[config.mk]
export PLATFORM = sky130hd
export DESIGN_NAME = burst_gen
export DESIGN_NICKNAME = d
export VERILOG_FILES = /design/src/rtl/burst_pkg.sv /design/src/rtl/burst_div_lut.sv /design/src/rtl/burst_tick_sel.sv /design/src/rtl/burst_phase_ctr.sv /design/src/rtl/burst_cycle_ctl.sv /design/src/rtl/burst_gen.sv
export SDC_FILE = /design/constraint.sdc
export NUM_CORES = 1
export LEC_CHECK = 0
export BUFFER_PORTS_ARGS = -buffer_cell sky130_fd_sc_hd__buf_2
export CAP_MARGIN = 20
export CORE_ASPECT_RATIO = 1.25
export CORE_MARGIN = 10
export CORE_UTILIZATION = 45
export CTS_CLUSTER_DIAMETER = 200
export DETAILED_ROUTE_END_ITERATION = 6
export PLACE_DENSITY = 0.6
export RECOVER_POWER = 50
export SLEW_MARGIN = 20
export SYNTH_ARGS = -nofsm -noshare
export SYNTH_HDL_FRONTEND = slang
export SYNTH_SLANG_ARGS = --single-unit
[constraint.sdc]
create_clock -name clk -period 3.3 [get_ports clk]
set_input_delay 0.66 -clock clk [delete_from_list [all_inputs] [get_ports clk]]
set_output_delay 0.66 -clock clk [all_outputs]
set_load 0.005 [all_outputs]
[src/rtl/burst_pkg.sv]
package burst_pkg;

   typedef enum logic [0:0] {
      BST_IDLE = 1'b0,
      BST_RUN  = 1'b1
   } burst_state_e;

   function automatic int unsigned clog2_min1(input int unsigned val);
      int unsigned r;
      r = 1;
      while ((1 << r) < val) r++;
      return r;
   endfunction

endpackage

[src/rtl/burst_div_lut.sv]
module burst_div_lut #(
   parameter int unsigned CODE_W   = 4,
   parameter int unsigned DIV_W    = 10,
   parameter int unsigned DIV_BASE = 4,
   parameter int unsigned DIV_STEP = 4
) (
   input  logic [CODE_W-1:0] code_i,
   output logic [DIV_W-1:0]  div_o
);
   localparam int unsigned N_ENT   = 1 << CODE_W;
   localparam int unsigned DIV_TOP = DIV_BASE + DIV_STEP * (N_ENT - 1);

   if (DIV_BASE < 2) begin : g_bad_base
      $error("burst_div_lut: DIV_BASE must be at least 2");
   end
   if (DIV_TOP >= (1 << DIV_W)) begin : g_bad_width
      $error("burst_div_lut: DIV_W too narrow for largest divisor");
   end

   logic [DIV_W-1:0] table_q [N_ENT];

   for (genvar i = 0; i < N_ENT; i++) begin : g_ent
      assign table_q[i] = DIV_W'(DIV_BASE + DIV_STEP * i);
   end

   assign div_o = table_q[code_i];
endmodule

[src/rtl/burst_tick_sel.sv]
module burst_tick_sel #(
   parameter bit ALT_EN = 1'b1
) (
   input  logic sel_sys_i,
   input  logic alt_tick_i,
   output logic tick_o
);
   if (ALT_EN) begin : g_alt
      assign tick_o = sel_sys_i | alt_tick_i;
   end else begin : g_sys_only
      logic unused_in;
      assign unused_in = sel_sys_i ^ alt_tick_i;
      assign tick_o    = 1'b1;
   end
endmodule

[src/rtl/burst_phase_ctr.sv]
module burst_phase_ctr #(
   parameter int unsigned DIV_W = 10
) (
   input  logic             clk,
   input  logic             rst_n,
   input  logic             load_i,
   input  logic             run_i,
   input  logic             tick_i,
   input  logic [DIV_W-1:0] div_i,
   input  logic [DIV_W-1:0] hi_i,
   output logic             wrap_o,
   output logic             high_o
);
   logic [DIV_W-1:0] phase_q;
   logic             at_end;

   assign at_end = (phase_q == div_i - DIV_W'(1));
   assign wrap_o = run_i & tick_i & at_end;
   assign high_o = (phase_q < hi_i);

   always_ff @(posedge clk or negedge rst_n) begin
      if (!rst_n) begin
         phase_q <= '0;
      end else if (load_i) begin
         phase_q <= '0;
      end else if (run_i && tick_i) begin
         phase_q <= at_end ? '0 : phase_q + DIV_W'(1);
      end
   end
endmodule

[src/rtl/burst_cycle_ctl.sv]
module burst_cycle_ctl
   import burst_pkg::*;
#(
   parameter int unsigned CNT_W = 8
) (
   input  logic             clk,
   input  logic             rst_n,
   input  logic             start_i,
   input  logic [CNT_W-1:0] cycles_i,
   input  logic             wrap_i,
   output logic             load_o,
   output logic             run_o,
   output logic             done_o
);
   burst_state_e     state_q;
   logic [CNT_W-1:0] left_q;
   logic             done_q;
   logic             last;

   assign load_o = (state_q == BST_IDLE) & start_i;
   assign run_o  = (state_q == BST_RUN);
   assign last   = (left_q == CNT_W'(1));
   assign done_o = done_q;

   always_ff @(posedge clk or negedge rst_n) begin
      if (!rst_n) begin
         state_q <= BST_IDLE;
         left_q  <= '0;
         done_q  <= 1'b0;
      end else begin
         done_q <= 1'b0;
         case (state_q)
            BST_IDLE: begin
               if (start_i) begin
                  state_q <= BST_RUN;
                  left_q  <= (cycles_i == '0) ? CNT_W'(1) : cycles_i;
               end
            end
            BST_RUN: begin
               if (wrap_i) begin
                  if (last) begin
                     state_q <= BST_IDLE;
                     done_q  <= 1'b1;
                  end else begin
                     left_q <= left_q - CNT_W'(1);
                  end
               end
            end
            default: state_q <= BST_IDLE;
         endcase
      end
   end
endmodule

[src/rtl/burst_gen.sv]
module burst_gen #(
   parameter int unsigned CODE_W   = 4,
   parameter int unsigned DIV_W    = 10,
   parameter int unsigned CNT_W    = 8,
   parameter int unsigned DIV_BASE = 4,
   parameter int unsigned DIV_STEP = 4,
   parameter bit          ALT_EN   = 1'b1
) (
   input  logic              clk,
   input  logic              rst_n,
   input  logic              src_sel_i,
   input  logic              alt_tick_i,
   input  logic [CODE_W-1:0] div_code_i,
   input  logic [DIV_W-1:0]  high_i,
   input  logic [CNT_W-1:0]  cycles_i,
   input  logic              start_i,
   output logic              burst_o,
   output logic              busy_o,
   output logic              done_o
);
   if (CNT_W < 1 || CODE_W < 1) begin : g_bad_param
      $error("burst_gen: widths must be positive");
   end

   logic [DIV_W-1:0] div_lut;
   logic [DIV_W-1:0] div_q;
   logic [DIV_W-1:0] hi_q;
   logic [DIV_W-1:0] hi_sat;
   logic             sel_q;
   logic             load;
   logic             run;
   logic             tick;
   logic             wrap;
   logic             high;

   burst_div_lut #(
      .CODE_W  (CODE_W),
      .DIV_W   (DIV_W),
      .DIV_BASE(DIV_BASE),
      .DIV_STEP(DIV_STEP)
   ) u_lut (
      .code_i(div_code_i),
      .div_o (div_lut)
   );

   assign hi_sat = (high_i >= div_lut) ? (div_lut - DIV_W'(1)) : high_i;

   always_ff @(posedge clk or negedge rst_n) begin
      if (!rst_n) begin
         div_q <= DIV_W'(DIV_BASE);
         hi_q  <= '0;
         sel_q <= 1'b1;
      end else if (load) begin
         div_q <= div_lut;
         hi_q  <= hi_sat;
         sel_q <= src_sel_i;
      end
   end

   burst_tick_sel #(.ALT_EN(ALT_EN)) u_tick (
      .sel_sys_i (sel_q),
      .alt_tick_i(alt_tick_i),
      .tick_o    (tick)
   );

   burst_cycle_ctl #(.CNT_W(CNT_W)) u_ctl (
      .clk     (clk),
      .rst_n   (rst_n),
      .start_i (start_i),
      .cycles_i(cycles_i),
      .wrap_i  (wrap),
      .load_o  (load),
      .run_o   (run),
      .done_o  (done_o)
   );

   burst_phase_ctr #(.DIV_W(DIV_W)) u_phase (
      .clk   (clk),
      .rst_n (rst_n),
      .load_i(load),
      .run_i (run),
      .tick_i(tick),
      .div_i (div_q),
      .hi_i  (hi_q),
      .wrap_o(wrap),
      .high_o(high)
   );

   assign busy_o  = run;
   assign burst_o = run & high;
endmodule

==> flow_summary.yaml <==
cells_and_area:
  drive_gt1_share_pct: 14.9
  fill_cells: 511
  diodes: 0
  fin_nets: 356
  syn2layout_area_growth_pct: 12.8
die:
  dieArea_sq_um: 8750
  core_area_sq_um: 5150
  fp.dieH_microns: 102
  start_util_pct: 47.1
  dieWidth_microns: 85.7
  rows: 29
  num_io_pins: 30
critical_path:
  crit_start: "div_q[2]"
  cp-endpoint: "u_phase.phase_q[7]"
  worstPathArrival_ns: 3.08
  crit_path_top_delay_cell: "dfstp_2"
  crit_fanout: 16
  critPathKind: "flop to flop"
  cp.required_ns: 3.48
  path_cells: "inv_1 -> ha_1 -> nor4b_1 -> xor2_1 -> a2111o_1 -> a211oi_4 -> nand2b_1 -> o21ai_0 -> a21o_1"
  rr_endpoint: "u_phase.phase_q[7]"
  ff2ff_setup_slack_ns: 0.40
  cp.depth: 9
  cp_num_buf_inv: 1
  ff2ff_path_depth: 9
  worst_setup_path_start_kind: "flop"
  r2r_start: "div_q[2]"
  slowest_delay_ns: 0.57
  end_kind: "flop"
  path_delay_family: "compound AO/OA/AOI/OAI gates"
yosys:
  synth-seq-cells: 36
  syn_nets: 326
  ys_types: 52
  syn_avg_cell_area_sq_um: 8.73
  synth_async_sr_flop_share_pct: 100
  seq_area_frac_synth_pct: 37.2
  syn_inst: 278
  ys.flop_type: "dfrtp_1"
  synth_warnings: 0
  syn-cell-area_sq_um: 2430
  synth_edf_count: 0
placed_design:
  io_buffers: 29
  dpl_worst_slack_ns: 0.424
  dpl.hpwl_mm: 4.39
  place_congestion: 0.852
timing:
  skew_ns: 0.0114
  drv_slew: 37
  setup_viol: 0
  hold_viol_final: 0
  finalCritPeriodShare_pct: 87.9
  period_minus_slack_ns: 2.90
  maxSlewHeadroom_pct: -28.0
  setup_tns_ns: 0
  rsz0062_at_grt: "no"
  max_freq_mhz: 345
  layout_setup_ws_ns: 0.399
  worst_pin_slew_ns: 1.92
detailed_routing:
  routed_wl_mm: 5.62
  ant_nets: 0
  drt-wirelength-per-cell_microns: 15.1
  firstDrtPassIters: 4
  drc_errors: 0
  num_vias: 2063
  viasPerCell: 5.56
  drt_iter0_drc: 68
clocking:
  clkTransAtPathRegs_ns: 0.07
  cts_tree: "done"
  cts_setup_buffers: 0
  cts_resized: 0
  clock_latency_ns: 0.29
  clock-root-buffer: "clkbuf_8"
  htreeDepth: 2
  cts.path.max_buffers: 2
  holdBufCountCts: 0
  cts.sinks: 36
  cts_inserted_buffers: 5
hold_path:
  hold_class: "flop to flop"
global_routing:
  grt_max_degree: 37
  antenna_found_initial: 0
  grt_pass1_vias: 2093
  globalRoute.totalOverflow: 0
  grt_pass1_wl_mm: 9.62
  track_usage_pct: 13.5
power_and_ir_drop:
  leakage_uw: 0.00131
  cellPowerDensity_nw_per_um2: 473
  ir_drop_uv: 225
run:
  max-cap-violations: 1
outcome:
  status: "complete, but fails checks"
  violations: "capacitance limit, slew limit"
where the power goes:
group	switching [uW]	internal, uW
Combinational	179	155
Clock	155	224
Sequential	73.8	509
Total	408	888
sequential cells by signal, indices dropped and copies added (netlist names):
signal and count:
div_q 5, hi_q 10, sel_q 1, u_ctl.done_o 1, u_ctl.left_q 8, u_ctl.run_o 1, u_phase.phase_q 10
routing by layer:
metal	vias to the layer above	GRT usage, %	routed length (microns)
li1	1049	-	-
met1	953	13.9	2360
met2	50	24.9	2870
met3	11	3.34	232
met4	0	6.22	153
met5	-	0	0
worst register-to-register path, cell delays in order (launching register included):
cell and delay [ns]:
dfstp_2 0.57, inv_1 0.05, ha_1 0.23, nor4b_1 0.17, xor2_1 0.15, a2111o_1 0.44, a211oi_4 0.33, nand2b_1 0.48
o21ai_0 0.17, a21o_1 0.20
metrics by stage:
| step | power [uW] | utilization, % | hold WS, ns | std cells | area (sq um) |
|---|---|---|---|---|---|
| floorplan | 824 | - | 0.364 | 278 | 2430 |
| global placement | 925 | 51.2 | 0.447 | 363 | 2640 |
| detailed placement | 933 | 51.2 | 0.453 | 363 | 2640 |
| CTS | 1320 | 53.3 | 0.464 | 371 | 2740 |
| global route | 1400 | 53.2 | 0.487 | 371 | 2740 |
| finish | 1300 | 53.2 | 0.461 | 371 | 2740 |
cell type report:
type	count	area (sq um)	area share [%]
tap	62	77.6	2.83
sequential	36	903	33.0
multi-input combinational	213	1410	51.6
timing repair buffer	32	163	5.94
clock buffer	6	72.6	2.65
inverter	20	75.1	2.74
clock inverter	2	35.0	1.28
synthesized netlist by cell type (3+ instances only):
cell	number	area (sq um)
dfrtp_1	34	851
nand2_1	34	128
o21ai_0	27	135
ha_1	21	263
inv_1	20	75.1
nor2_1	14	52.6
a21oi_1	11	55.1
nand3_1	11	55.1
a21o_1	8	60.1
clkbuf_1	7	26.3
nor3_1	7	35.0
nor3b_1	7	52.6
xor2_1	6	52.6
and3_1	5	31.3
nor2b_1	5	31.3
xnor2_1	5	43.8
a31oi_1	4	25.0
mux2i_1	4	40.0
nand2b_1	4	25.0
nand4_1	4	25.0
o22ai_1	3	18.8
layout by cell type (no fill, tap or decap), types with 2 or more instances in the layout:
| cell | netlist | layout |
|---|---|---|
| a21o_1 | 8 | 8 |
| a21oi_1 | 11 | 11 |
| a31oi_1 | 4 | 4 |
| and3_1 | 5 | 5 |
| buf_2 | 2 | 28 |
| buf_4 | 0 | 2 |
| clkbuf_1 | 7 | 3 |
| clkbuf_8 | 0 | 5 |
| dfrtp_1 | 34 | 34 |
| dfstp_2 | 2 | 2 |
| ha_1 | 21 | 21 |
| inv_1 | 20 | 20 |
| mux2i_1 | 4 | 4 |
| nand2_1 | 34 | 34 |
| nand2b_1 | 4 | 4 |
| nand3_1 | 11 | 11 |
| nand3b_1 | 2 | 2 |
| nand4_1 | 4 | 4 |
| nor2_1 | 14 | 14 |
| nor2b_1 | 5 | 5 |
| nor3_1 | 7 | 7 |
| nor3b_1 | 7 | 7 |
| nor4_1 | 2 | 2 |
| o21ai_0 | 27 | 27 |
| o22ai_1 | 3 | 3 |
| o31ai_1 | 2 | 2 |
| or4_1 | 2 | 2 |
| xnor2_1 | 5 | 5 |
| xor2_1 | 6 | 6 |
how the worst min path moves through the flow:
stage | cells after the start | to | start | slack, ns
after floorplan | 0 | div_q[3] | rst_n | 0.36
after global placement | 2 | sel_q | sel_q | 0.45
after detailed placement | 2 | sel_q | sel_q | 0.45
after CTS | 2 | sel_q | sel_q | 0.46
after global routing | 2 | sel_q | sel_q | 0.49
final | 2 | sel_q | sel_q | 0.46
kinds of logic after synthesis:
| kind of cell | Yosys count | share of synthesized area [%] |
|---|---|---|
| buffers and inverters | 29 | 4.59 |
| XOR/XNOR | 11 | 3.97 |
| AND/OR/NAND/NOR | 108 | 23.4 |
| multiplexers | 5 | 2.11 |
| adder cells (fa/ha/maj) | 21 | 10.8 |
| AO/OA/AOI/OAI | 68 | 17.9 |
| flip-flops | 36 | 37.2 |
Note: power is estimated with default switching activity, not from simulation.
